File: src/rtl/tmr_pkg.sv
package tmr_pkg;
  typedef enum logic [1:0] {
    ALIGN_EDGE  = 2'd0,
    ALIGN_CDOWN = 2'd1,
    ALIGN_CUP   = 2'd2,
    ALIGN_CBOTH = 2'd3
  } align_e;

  // strobes and mode from control to datapath
  typedef struct packed {
    logic   run;
    align_e mode;
    logic   down;
    logic   dirClr;
  } dpCmd_t;

  localparam int CB_RUN     = 0;
  localparam int CB_ONESHOT = 1;
  localparam int CB_DIR     = 2;
  localparam int CB_MODE    = 3;
  localparam int CB_PRE     = 5;
  localparam int CB_DIV     = 8;
  localparam int SB_UPD     = 0;
  localparam int SB_CMP     = 1;

  localparam logic [1:0] A_CTRL   = 2'd0;
  localparam logic [1:0] A_RELOAD = 2'd1;
  localparam logic [1:0] A_CMP    = 2'd2;
  localparam logic [1:0] A_STAT   = 2'd3;
endpackage

File: src/rtl/tmr_count.sv
module tmr_count
  import tmr_pkg::*;
#(
  parameter int CNT_W = 16
) (
  input  logic             clk,
  input  logic             rstN,
  input  dpCmd_t           cmd,
  input  logic [CNT_W-1:0] arrActive,
  input  logic [CNT_W-1:0] arrReload,
  input  logic [CNT_W-1:0] cmpVal,
  output logic [CNT_W-1:0] cnt,
  output logic             updEv,
  output logic             hitEv,
  output logic             dirHw
);
  localparam logic [CNT_W-1:0] ONE = CNT_W'(1);

  logic             dirQ;
  logic             atTop, atBot, bnd, nxtDir, goDown, dirOk;
  logic [CNT_W-1:0] nxtCnt;

  assign atTop = (cnt >= arrActive);
  assign atBot = (cnt == '0);

  always_comb begin
    bnd    = 1'b0;
    nxtCnt = cnt;
    nxtDir = dirQ;
    if (cmd.mode == ALIGN_EDGE) begin
      if (!cmd.down) begin
        bnd    = atTop;
        nxtCnt = atTop ? '0 : cnt + ONE;
      end else begin
        bnd    = atBot;
        nxtCnt = atBot ? arrReload : cnt - ONE;
      end
    end else if (!dirQ) begin
      bnd    = atTop;
      nxtCnt = atTop ? (atBot ? '0 : cnt - ONE) : cnt + ONE;
      nxtDir = atTop;
    end else begin
      bnd    = atBot;
      nxtCnt = atBot ? ((arrReload == '0) ? '0 : ONE) : cnt - ONE;
      nxtDir = !atBot;
    end
  end

  assign goDown = (cmd.mode == ALIGN_EDGE) ? cmd.down : dirQ;

  always_comb begin
    unique case (cmd.mode)
      ALIGN_CDOWN: dirOk = goDown;
      ALIGN_CUP:   dirOk = !goDown;
      default:     dirOk = 1'b1;
    endcase
  end

  assign updEv = cmd.run && bnd;
  assign hitEv = cmd.run && (cnt == cmpVal) && dirOk;
  assign dirHw = dirQ;

  always_ff @(posedge clk or negedge rstN) begin
    if (!rstN) begin
      cnt  <= '0;
      dirQ <= 1'b0;
    end else begin
      if (cmd.run) cnt <= nxtCnt;
      if (cmd.dirClr) dirQ <= 1'b0;
      else if (cmd.run && cmd.mode != ALIGN_EDGE) dirQ <= nxtDir;
    end
  end

  p_idle_hold_r3: assert property (@(posedge clk) disable iff (!rstN)
    !cmd.run |=> $stable(cnt));

  p_edge_up_step_r2: assert property (@(posedge clk) disable iff (!rstN)
    (cmd.run && cmd.mode == ALIGN_EDGE && !cmd.down && cnt < arrActive)
      |=> cnt == $past(cnt) + ONE);

  p_center_turn_r3: assert property (@(posedge clk) disable iff (!rstN)
    (cmd.run && cmd.mode != ALIGN_EDGE && updEv && !dirQ && !cmd.dirClr) |=> dirQ);
endmodule

File: src/rtl/tmr_regs.sv
module tmr_regs
  import tmr_pkg::*;
#(
  parameter int DATA_W  = 16,
  parameter int CNT_W   = 16,
  parameter int MAX_DIV = 4
) (
  input  logic              clk,
  input  logic              rstN,
  input  logic [1:0]        regAddr,
  input  logic              regWr,
  input  logic [DATA_W-1:0] regWrData,
  output logic [DATA_W-1:0] regRdData,
  input  logic              updEv,
  input  logic              hitEv,
  input  logic              dirHw,
  output dpCmd_t            cmd,
  output logic [CNT_W-1:0]  arrActive,
  output logic [CNT_W-1:0]  arrShadow,
  output logic [CNT_W-1:0]  cmpVal,
  output logic              updFlag,
  output logic              cmpFlag,
  output logic              sampleStb
);
  localparam int DIV_W = (MAX_DIV > 2) ? $clog2(MAX_DIV) : 1;

  logic             runQ, oneShotQ, downQ, preQ;
  align_e           modeQ, newMode, modeNext;
  logic [1:0]       divQ;
  logic [DIV_W-1:0] divCnt, divLast;
  logic             wrCtrl, wrArr, wrCmp, wrStat;
  logic [DATA_W-1:0] ctrlWord, statWord;

  assign wrCtrl = regWr && regAddr == A_CTRL;
  assign wrArr  = regWr && regAddr == A_RELOAD;
  assign wrCmp  = regWr && regAddr == A_CMP;
  assign wrStat = regWr && regAddr == A_STAT;

  // edge-to-center switch refused while running
  assign newMode  = align_e'(regWrData[CB_MODE +: 2]);
  assign modeNext = (runQ && modeQ == ALIGN_EDGE && newMode != ALIGN_EDGE) ? modeQ : newMode;

  assign cmd.run    = runQ;
  assign cmd.mode   = modeQ;
  assign cmd.down   = downQ;
  assign cmd.dirClr = wrCtrl && (modeNext != modeQ);

  always_comb begin
    unique case (divQ)
      2'b01:   divLast = DIV_W'(1);
      2'b10:   divLast = DIV_W'(MAX_DIV - 1);
      default: divLast = '0;
    endcase
  end
  assign sampleStb = (divCnt == '0);

  always_ff @(posedge clk or negedge rstN) begin
    if (!rstN) begin
      runQ      <= 1'b0;
      oneShotQ  <= 1'b0;
      downQ     <= 1'b0;
      modeQ     <= ALIGN_EDGE;
      preQ      <= 1'b0;
      divQ      <= 2'b00;
      arrShadow <= '0;
      arrActive <= '0;
      cmpVal    <= '0;
      updFlag   <= 1'b0;
      cmpFlag   <= 1'b0;
      divCnt    <= '0;
    end else begin
      if (wrCtrl) begin
        runQ     <= regWrData[CB_RUN];
        oneShotQ <= regWrData[CB_ONESHOT];
        if (modeQ == ALIGN_EDGE) downQ <= regWrData[CB_DIR];
        modeQ    <= modeNext;
        preQ     <= regWrData[CB_PRE];
        divQ     <= regWrData[CB_DIV +: 2];
      end else if (updEv && oneShotQ) begin
        runQ <= 1'b0;
      end
      if (wrArr) arrShadow <= regWrData[CNT_W-1:0];
      if (wrArr && !preQ) arrActive <= regWrData[CNT_W-1:0];
      else if (updEv) arrActive <= arrShadow;
      if (wrCmp) cmpVal <= regWrData[CNT_W-1:0];
      if (updEv) updFlag <= 1'b1;
      else if (wrStat && !regWrData[SB_UPD]) updFlag <= 1'b0;
      if (hitEv) cmpFlag <= 1'b1;
      else if (wrStat && !regWrData[SB_CMP]) cmpFlag <= 1'b0;
      divCnt <= (divCnt >= divLast) ? '0 : divCnt + 1'b1;
    end
  end

  always_comb begin
    ctrlWord = '0;
    ctrlWord[CB_RUN]       = runQ;
    ctrlWord[CB_ONESHOT]   = oneShotQ;
    ctrlWord[CB_DIR]       = (modeQ == ALIGN_EDGE) ? downQ : dirHw;
    ctrlWord[CB_MODE +: 2] = modeQ;
    ctrlWord[CB_PRE]       = preQ;
    ctrlWord[CB_DIV +: 2]  = divQ;
    statWord = '0;
    statWord[SB_UPD] = updFlag;
    statWord[SB_CMP] = cmpFlag;
    unique case (regAddr)
      A_CTRL:   regRdData = ctrlWord;
      A_RELOAD: regRdData = DATA_W'(arrShadow);
      A_CMP:    regRdData = DATA_W'(cmpVal);
      default:  regRdData = statWord;
    endcase
  end

  p_onepulse_stop_r8: assert property (@(posedge clk) disable iff (!rstN)
    (updEv && oneShotQ && !wrCtrl) |=> !runQ);

  p_mode_lock_r6: assert property (@(posedge clk) disable iff (!rstN)
    (wrCtrl && runQ && modeQ == ALIGN_EDGE) |=> modeQ == ALIGN_EDGE);

  p_preload_hold_r7: assert property (@(posedge clk) disable iff (!rstN)
    (preQ && !updEv) |=> $stable(arrActive));

  p_cmp_sticky_r9: assert property (@(posedge clk) disable iff (!rstN)
    (cmpFlag && !wrStat) |=> cmpFlag);

  p_stb_half_r10: assert property (@(posedge clk) disable iff (!rstN)
    (sampleStb && divQ == 2'b01 && !wrCtrl) |=> !sampleStb);
endmodule

File: src/rtl/updown_timer.sv
module updown_timer
  import tmr_pkg::*;
#(
  parameter int DATA_W  = 16,
  parameter int CNT_W   = 16,
  parameter int MAX_DIV = 4
) (
  input  logic              clk,
  input  logic              rstN,
  input  logic [1:0]        regAddr,
  input  logic              regWr,
  input  logic [DATA_W-1:0] regWrData,
  output logic [DATA_W-1:0] regRdData,
  output logic [CNT_W-1:0]  cntVal,
  output logic              updPulse,
  output logic              cmpFlag,
  output logic              sampleStb
);
  dpCmd_t           cmd;
  logic [CNT_W-1:0] arrActive, arrShadow, cmpVal;
  logic             updEv, hitEv, dirHw, updFlag;

  tmr_regs #(.DATA_W(DATA_W), .CNT_W(CNT_W), .MAX_DIV(MAX_DIV)) u_regs (
    .clk(clk), .rstN(rstN), .regAddr(regAddr), .regWr(regWr), .regWrData(regWrData),
    .regRdData(regRdData), .updEv(updEv), .hitEv(hitEv), .dirHw(dirHw), .cmd(cmd),
    .arrActive(arrActive), .arrShadow(arrShadow), .cmpVal(cmpVal),
    .updFlag(updFlag), .cmpFlag(cmpFlag), .sampleStb(sampleStb)
  );

  tmr_count #(.CNT_W(CNT_W)) u_count (
    .clk(clk), .rstN(rstN), .cmd(cmd), .arrActive(arrActive), .arrReload(arrShadow),
    .cmpVal(cmpVal), .cnt(cntVal), .updEv(updEv), .hitEv(hitEv), .dirHw(dirHw)
  );

  assign updPulse = updEv;

  p_flag_follows_r9: assert property (@(posedge clk) disable iff (!rstN)
    updEv |=> updFlag);
endmodule

File: config.mk
export PLATFORM = sky130hd
export DESIGN_NAME = updown_timer
export DESIGN_NICKNAME = d
export VERILOG_FILES = /design/src/rtl/tmr_pkg.sv /design/src/rtl/tmr_count.sv /design/src/rtl/tmr_regs.sv /design/src/rtl/updown_timer.sv
export SDC_FILE = /design/constraint.sdc
export NUM_CORES = 1
export LEC_CHECK = 0
export CORE_ASPECT_RATIO = 0.9
export CORE_MARGIN = 4
export CORE_UTILIZATION = 46
export DETAILED_ROUTE_END_ITERATION = 6
export GPL_TIMING_DRIVEN = 0
export PLACE_DENSITY_LB_ADDON = 0.12
export SYNTH_ARGS = -nofsm -noshare
export SYNTH_HDL_FRONTEND = slang
export SYNTH_HIERARCHICAL = 1
export SYNTH_SLANG_ARGS = --single-unit
export TNS_END_PERCENT = 1
File: constraint.sdc
create_clock -name clk -period 3.3 [get_ports clk]
set_input_delay 0.66 -clock clk [delete_from_list [all_inputs] [get_ports clk]]
set_output_delay 0.66 -clock clk [all_outputs]
set_load 0.005 [all_outputs]
==> impl_results.md, run 1 <==
- Synth Net Count: 662
- Worst slack at placement: -0.622 ns
- CTS Root Cell: clkbuf_16
- Largest area contributor in the netlist: dfrtp_1
- Dpl hpwl: 14,300 um
- First-pass GRT wire length: 29,900 um
- CTS buffer count: 9
- Top-count cell post-synth: dfrtp_1
- Synth Area per Inst: 9.03 um2
- WP data required: 2.64 ns
- Critical Path AT: 2.68 ns
- Failing checks: setup timing
- Yosys reg bits: 77
- Die width: 124 um
- Largest net degree at the start of global routing: 59
- Clk_lat worst skew: 0.34 ns
- Die area: 0.0139 mm2
- Iteration-0 DRC Markers: 559
- Max VDD drop: 0.495 mV
- CTS tree: yes
- First drt pass iteration count: 5
- Post-route DRC violation count: 0
- Crit. End Element: output port
- Inst Count DP: 827
- Area after DPL: 0.00632 mm2
- GR Overflow Total: 0
- Max FO, Critical Path: 10
- Via density: 6.15
- Cell Rows: 37
- Pwr Density: 910 mW/mm2
- Wirelength per Cell: 22.7 um
- Final WS setup: -0.0399 ns
- Number of antenna diodes: 0
- RSZ-0062 raised after global routing: true
- Count of different cell masters after synthesis: 69
- Outcome: finished, violations left
- Fmax: 299 MHz
- Min cycle time layout: 3.34 ns
- Area growth, synth to finish: 22.4%
- HP Class: in -> async
- Number of fill cells: 1,065
- H-tree depth: 3
- Via count: 5,213
- Design Power: 6190 uW
- Ys Warns: 6
- Final hold violations: 0
- Synthesized instance count: 615
- Post-route cell area: 0.00680 mm2
- Finished Layout Cells: 847
- # clock sinks: 77
- PortBufs: 55
- Final Cycle Share: 1.01
- Vias in the first global route: 5,112
- Clock Skews: 0.00600 ns
- Fin. max-slew vios: 0
- ANT nets after route: 0
- Most area-consuming cells after synthesis: dfrtp_1 35%, mux2_2 6.9%, ha_1 5.9%
- CORE AREA: 0.0116 mm2
- Synth top area share: 0.347
- Routed WL: 19,200 um
- Worst Tran Pin Value: 1.06 ns
- Leak: 0.00283 uW
- Ys flop type: dfrtp_1
- Share of layout cells above drive strength 1: 0.162
- CP startpoint kind: register
- Final number of setup-violating endpoints: 1
- Placer Congestion: 0.956
- Initial Utilization: 0.478
- Die Ht: 112 um
- Seq/Total Area, Yosys: 0.347
- Ports: 56
- Rel. slew slack: 0.289
- Crit path kind: reg -> out
- Synth cell count leaders: 77 x dfrtp_1, 56 x nand2_1, 40 x o21ai_0
- Post-synthesis async set-or-reset flop share: 1.00
- Post-synth EDFFs: 0
- Tot GR Track Use: 0.284
- MaxCap Viol Count: 0
- CTS Buffer Depth: 2
- Hold_buf cts: 0
- Nets: 733
- Initial antenna violation count: 0
- Post-Syn Area: 0.00555 mm2
- Clk pin slew, worst setup/hold paths: 0.06 ns
where the power goes:
group,internal (uW),switching [uW]
sequential,1260,342
clock,744,410
combinational,1420,2010
final cells by class:
class                           count  area, um2  area share
Multi-Input combinational cell    450       3300       0.486
Sequential cell                    77       1930       0.284
Timing Repair Buffer               62        619      0.0911
Buffer                             48        265      0.0390
Clock buffer                       11        233      0.0342
Tap cell                          156        195      0.0287
Inverter                           38        145      0.0214
Clock inverter                      5        108      0.0158
critical path: stages (launching register included):
cell           delay, ns
dfrtp_1             0.41
ha_1                0.30
a21oi_1             0.14
o21ai_0             0.19
nor4_4              0.45
o21ai_2             0.13
clkbuf_8            0.20
a21oi_1             0.13
nor2_1              0.08
dlygate4sd2_1       0.31
per-stage QoR:
| step | util | hold WS [ns] | TNS, ns |
|---|---|---|---|
| floorplan | - | 0.364 | 0 |
| global placement | 0.542 | 0.498 | -110.70 |
| detailed placement | 0.544 | 0.533 | -8.55 |
| CTS | 0.584 | 0.213 | 0 |
| global route | 0.585 | 0.219 | -0.149 |
| finish | 0.585 | 0.210 | -0.0399 |
kinds of logic (layout without fill, tap and decap cells):
family | Yosys count | in the layout | synth area share
XOR/XNOR | 40 | 40 | 0.0631
buffers and inverters | 88 | 164 | 0.0683
AO/OA/AOI/OAI | 143 | 143 | 0.172
multiplexers | 64 | 64 | 0.130
flip-flops | 77 | 77 | 0.347
adder cells (fa/ha/maj) | 26 | 26 | 0.0586
AND/OR/NAND/NOR | 177 | 177 | 0.161
sequential cells by signal, summed over array words and instances (netlist names):
name and cells:
u_regs/modeQ 2, u_regs/updFlag 1, u_count/cnt 16, u_regs/runQ 1, u_count/dirHw 1, u_regs/cmpVal 16, u_regs/divCnt 2, u_regs/cmpFlag 1
u_regs/downQ 1, u_regs/arrShadow 16, u_regs/preQ 1, u_regs/arrActive 16, u_regs/oneShotQ 1, u_regs/divQ 2
worst paths after layout:
path | start | endpoint | slack [ns] | cells after the start
max | u_count/cnt[13]$_DFFE_PN0P_ | updPulse | -0.04 | 9
min reg2reg | u_regs/cmpFlag$_DFFE_PN0P_ | u_regs/cmpFlag$_DFFE_PN0P_ | 0.54 | 2
min in group clk | u_regs/cmpFlag$_DFFE_PN0P_ | u_regs/cmpFlag$_DFFE_PN0P_ | 0.54 | 2
min | rstN | u_regs/updFlag$_DFFE_PN0P_ | 0.21 | 1
max in group asynchronous | rstN | u_count/cnt[15]$_DFFE_PN0P_ | 2.48 | 2
max reg2reg | u_count/cnt[13]$_DFFE_PN0P_ | u_count/cnt[9]$_DFFE_PN0P_ | 0.16 | 10
metal layers:
metal | track usage | vias up | routed length, um
met2 | 0.433 | 255 | 8860
li1 | - | 2357 | -
met3 | 0.0610 | 29 | 1560
met5 | 0 | - | 0
met4 | 0.0613 | 0 | 301
met1 | 0.412 | 2572 | 8470
cell usage in the layout, fill, tap and decap left out, types with 5 or more instances in the layout:
cell,count
a211oi_1,7
xnor2_1,24
o21ai_0,39
mux2_2,34
clkbuf_16,9
xor2_1,16
clkdlybuf4s50_1,53
dfrtp_1,75
buf_4,11
nand4_1,11
ha_1,25
mux2i_1,25
nor3_1,10
nor2_1,37
nand2_1,56
a22o_1,8
nand2b_1,5
a21oi_1,33
buf_2,11
and3_1,5
nor4_1,7
o221ai_1,5
nand3_1,19
inv_1,36
clkbuf_1,22
timing repair:
action                     CTS  global route
resized for setup           25             8
pin swaps                    5             0
buffers inserted             6             0
cloned                       0             0
setup endpoints to repair   42            17
No activity file was read; power rests on OpenSTA's default activity.
==> inputs of run 2 (changes only) <==
RECOVER_POWER = 25   (was unset)
==> impl_results.md, run 2 (synthesis gave the netlist of run 1 again) <==
- Outcome: finished, violations left
- Failing checks: setup timing
- Via count: 5,227
- Cell Rows: 37
- WP data required: 2.64 ns
- WL met3: 1520 um
- Routed WL: 19,200 um
- Sw Share: 0.448
- Critical Path AT: 2.69 ns
- Pwr Density: 915 mW/mm2
- CTS buffer count: 9
- Tot GR Track Use: 0.284
- Worst Tran Pin Value: 1.44 ns
- Initial antenna violation count: 0
- Clock Skews: 0.00654 ns
- Final WS setup: -0.0473 ns
- Int Power: 3420 uW
- Die width: 124 um
- Fin. max-slew vios: 0
- Post-layout util: 0.583
- Area of the multi-input gates: 0.00330 mm2
- Area growth, synth to finish: 21.9%
- Nets: 733
- CTS tree: yes
- Fmax: 299 MHz
- Design Power: 6200 uW
- # clock sinks: 77
- Die area: 0.0139 mm2
- Final TNS setup: -0.0473 ns
- Clk pin slew, worst setup/hold paths: 0.06 ns
- Final number of setup-violating endpoints: 1
- CP startpoint kind: register
- Via density: 6.17
- P_sw: 2780 uW
- H-tree depth: 3
- First-pass GRT wire length: 29,900 um
- CORE AREA: 0.0116 mm2
- Crit. End Element: output port
- MaxCap Viol Count: 0
- Number of antenna diodes: 0
- M1 wire length: 8560 um
- Wirelength per Cell: 22.7 um
- Dpl hpwl: 14,300 um
- Logic gate share of total power: 0.555
- Min cycle time layout: 3.35 ns
- Largest net degree at the start of global routing: 59
- Crit path kind: reg -> out
- Top Layer Used: met4
- Die Ht: 112 um
- Final hold violations: 0
- RSZ-0062 raised after global routing: true
- Rel. slew slack: 0.0408
- Crit-path cells: ha_1 -> a21oi_1 -> o21ai_0 -> nor4_4 -> o21ai_2 -> clkbuf_8 -> a21oi_1 -> nor2_1 -> dlygate4sd2_1
- Final Cycle Share: 1.01
- Number of fill cells: 1,069
- Vias in the first global route: 5,112
- Commonest cells after routing, fill and taps aside: 75 x dfrtp_1, 56 x nand2_1, 53 x clkdlybuf4s50_1
- Post-route DRC violation count: 0
- Ports: 56
- HP Class: reg -> reg
- Clk_lat worst skew: 0.34 ns
- Hold depth: 2
- Iteration-0 DRC Markers: 550
- CP peak stage delay: 0.45 ns
- Register share of total power: 0.259
- Top cell by count, worst path: a21oi_1
- Initial Utilization: 0.478
- Max FO, Critical Path: 10
- Placer Congestion: 0.956
- PortBufs: 55
- Worst r2r path cells: 10
- Hold_buf cts: 0
- GR Overflow Total: 0
- Max VDD drop: 0.499 mV
- Register area: 0.00193 mm2
- Share of total power in the clock network: 0.186
- First drt pass iteration count: 7
- Share of layout cells above drive strength 1: 0.161
- CTS Root Cell: clkbuf_16
- CTS Buffer Depth: 2
- Leak: 0.00282 uW
- Leading cell type in the layout, fill and taps excluded: dfrtp_1
- CP max stage cell: nor4_4
- ANT nets after route: 0
- Met2 wire length: 8830 um
run 2: changes by cell type in the layout (fill, tap and decap cells not counted), sizes merged:
cell,delta
buf,-2
clkbuf,+2
run 2: area by class of cell:
type                    instances  share of cell area
clock buffers                  11              0.0344
well taps                     156              0.0288
repair buffers                 62              0.0876
plain buffers                  48              0.0392
flip-flops and latches         77               0.285
multi-input cells             450               0.488
inverters                      38              0.0214
clock inverters                 5              0.0159
run 2: stage by stage:
| step | std cells | area, um2 | setup slack [ns] | hold slack, ns |
|---|---|---|---|---|
| final | 847 | 6770 | -0.0473 | 0.542 |
| after global routing | 847 | 6770 | -0.149 | 0.570 |
| after CTS | 847 | 6790 | 0.0160 | 0.213 |
| after detailed placement | 827 | 6320 | -0.622 | 0.533 |
| after global placement | 826 | 6300 | -1.34 | 0.498 |
| after floorplan | 615 | 5550 | 0.285 | 0.364 |
run 2: power groups by stage:
stage                     clock [uW]  combinational, uW  sequential [uW]
final                           1150               3440             1600
after global routing            1220               3710             1650
after CTS                       1180               3330             1610
after detailed placement           0               3130             1620
after global placement             0               3070             1610
after floorplan                    0               2070             1490
run 2: final timing paths:
path / start / to / slack, ns
worst min register to register: u_regs/cmpFlag$_DFFE_PN0P_ / u_regs/cmpFlag$_DFFE_PN0P_ / 0.54
worst max register to register: u_count/cnt[13]$_DFFE_PN0P_ / u_count/cnt[9]$_DFFE_PN0P_ / 0.17
max in group asynchronous: rstN / u_count/cnt[15]$_DFFE_PN0P_ / 0.61
worst max-delay path: u_count/cnt[13]$_DFFE_PN0P_ / updPulse / -0.05
worst min-delay path: u_regs/cmpFlag$_DFFE_PN0P_ / u_regs/cmpFlag$_DFFE_PN0P_ / 0.54
min in group asynchronous: rstN / u_regs/updFlag$_DFFE_PN0P_ / 0.55
run 2: layer usage:
layer / track usage / up-vias
met5: 0 / -
met4: 0.0613 / 0
met3: 0.0610 / 32
met1: 0.412 / 2585
li1: - / 2353
met2: 0.433 / 257
run 2: timing repair:
action,4_1_cts,5_1_grt
endpoints found under the setup margin,42,17
setup buffers,6,0
gates resized for setup,25,8
pin swaps,5,0
endpoints found under the hold margin,0,0
run 2: worst max-delay path: cells and delay by family (launching register included):
kind / cells / cell delay [ns]
DFF: 1 / 0.41
and+or+nand+nor: 2 / 0.53
AOI/OAI and AO/OA: 4 / 0.59
buffers and inverters: 2 / 0.51
adders and majority gates: 1 / 0.30
==> inputs of run 3 (changes only) <==
CORE_UTILIZATION = 40   (was 46)
CTS_BUF_LIST = sky130_fd_sc_hd__clkbuf_8   (was unset)
REMOVE_ABC_BUFFERS = 1   (was unset)
==> impl_results.md, run 3 (synthesis gave the netlist of run 1 again) <==
- Outcome: finished, violations left
- Failing checks: capacitance limit, slew limit
- Clk pin slew, worst setup/hold paths: 0.08 ns
- Post-layout util: 0.494
- Crit path max-delay family: compound AO/OA/AOI/OAI gates
- PortBufs: 55
- Initial antenna violation count: 0
- P_sw: 2650 uW
- Iteration-0 DRC Markers: 596
- Max VDD drop: 0.342 mV
- Critical Path AT: 2.61 ns
- Cell Rows: 40
- Die area: 0.0158 mm2
- Via count: 5,017
- Final Cycle Share: 0.992
- Pwr Density: 878 mW/mm2
- CTS tree: yes
- Area growth, synth to finish: 19.8%
- Register share of total power: 0.319
- Tot GR Track Use: 0.231
- CORE AREA: 0.0135 mm2
- Top cell by count, worst path: a21oi_2
- Ports: 56
- Final number of setup-violating endpoints: 0
- RSZ-0062 raised after global routing: true
- Nets: 704
- First-pass GRT wire length: 28,700 um
- Finished Layout Cells: 830
- Rel. slew slack: -0.0295
- Fmax: 305 MHz
- CP max stage cell: dfrtp_2
- Commonest cells after routing, fill and taps aside: 62 x dfrtp_1, 56 x nand2_1, 51 x clkdlybuf4s50_1
- Largest net degree at the start of global routing: 53
- Min cycle time layout: 3.27 ns
- Int Power: 3190 uW
- Share of layout cells above drive strength 1: 0.187
- Sw Share: 0.454
- Hold_buf cts: 0
- Crit. End Element: output port
- GR Overflow Total: 0
- Max FO, Critical Path: 18
- Routed WL: 18,000 um
- Post-route DRC violation count: 0
- # clock sinks: 77
- Die Ht: 120 um
- Share of total power in the clock network: 0.147
- Inst Count DP: 790
- Via density: 6.04
- Final hold violations: 0
- Dpl hpwl: 11,800 um
- Leak: 0.00271 uW
- Clk_lat worst skew: 0.39 ns
- Die width: 132 um
- CTS Buffer Depth: 2
- Logic gate share of total power: 0.533
- Leading cell type in the layout, fill and taps excluded: dfrtp_1
- H-tree depth: 3
- Clock Skews: 0.0138 ns
- HP Class: reg -> reg
- CTS Root Cell: clkbuf_8
- R2R setup slack: 0.24 ns
- CTS buffer count: 9
- Placer Congestion: 0.908
- Wirelength per Cell: 21.7 um
- Worst Tran Pin Value: 1.54 ns
- ANT nets after route: 0
- Fin. max-slew vios: 27
- CP startpoint kind: register
- CP peak stage delay: 0.62 ns
- Initial Utilization: 0.413
- Crit path kind: reg -> out
- Vias in the first global route: 5,041
- Number of antenna diodes: 0
- WP data required: 2.64 ns
- Crit-path cells: ha_1 -> o21ai_0 -> a21oi_2 -> a21oi_4 -> o21ai_4 -> a21oi_2 -> nor2_4 -> buf_8 -> dlygate4sd2_1
- Crit path buf inv count: 2
- First drt pass iteration count: 5
- MaxCap Viol Count: 1
## run 3: cell types whose count changed in the layout (fill, tap and decap cells not counted), sizes merged
cell,delta
buf,-2
clkinv,+2
clkbuf,-27
nand4,+1
bufinv,-1
clkdlybuf4s50,-2
inv,-1
dlygate4sd2,+1
## run 3: area by class of cell
cell class	instances	area, um2
clock inverters	5	82.6
repair buffers	80	742
multi-input cells	451	3370
well taps	168	210
flip-flops and latches	77	1950
fillers	1252	6810
clock buffers	11	151
inverters	38	145
## run 3: repair_timing
item,in CTS,in global routing
pin swaps,8,3
gates cloned,1,0
setup buffers,18,5
endpoints found under the setup margin,64,8
gates resized for setup,41,5
## run 3: tightest hold or removal path, delay by kind of cell (launching register included)
kind / cells / cell delay, ns
AOI/OAI and AO/OA: 1 / 0.08
and+or+nand+nor: 1 / 0.07
DFF: 1 / 0.34
## run 3: final timing paths
check | startpoint | end | depth (start not counted)
max in group asynchronous | rstN | u_count/cnt[12]$_DFFE_PN0P_ | 2
min in group asynchronous | rstN | u_count/cnt[8]$_DFFE_PN0P_ | 1
hold / removal | u_regs/updFlag$_DFFE_PN0P_ | u_regs/updFlag$_DFFE_PN0P_ | 2
setup / recovery | u_count/cnt[2]$_DFFE_PN0P_ | updPulse | 9
hold reg to reg | u_regs/updFlag$_DFFE_PN0P_ | u_regs/updFlag$_DFFE_PN0P_ | 2
setup reg to reg | u_count/cnt[2]$_DFFE_PN0P_ | u_count/cnt[3]$_DFFE_PN0P_ | 9
## run 3: metrics by stage
stage / worst slack, ns / power (uW) / TNS [ns] / area, um2 / hold WS, ns
after CTS: 0.00362 / 5700 / 0 / 6620 / 0.187
after global placement: -2.46 / 4430 / -158.44 / 6080 / 0.493
after detailed placement: -1.52 / 4510 / -33.82 / 6120 / 0.491
final: 0.0262 / 5840 / 0 / 6650 / 0.512
after floorplan: -0.383 / 3410 / -3.87 / 5320 / 0.364
after global routing: -0.0850 / 6250 / -0.207 / 6650 / 0.570
## run 3: power groups by stage
stage               Clock [uW]  Combinational [uW]  Sequential (uW)
CTS                        882                2960             1860
finish                     862                3120             1870
floorplan                    0                1740             1670
detailed placement           0                2610             1910
global route               919                3410             1920
global placement             0                2540             1900
## run 3: per-layer routing
| layer | GRT usage | share of wire | vias to the layer above |
|---|---|---|---|
| li1 | - | - | 2295 |
| met1 | 0.328 | 0.46 | 2466 |
| met2 | 0.353 | 0.45 | 224 |
| met3 | 0.0465 | 0.072 | 32 |
| met4 | 0.0773 | 0.020 | 0 |
| met5 | 0 | 0 | - |
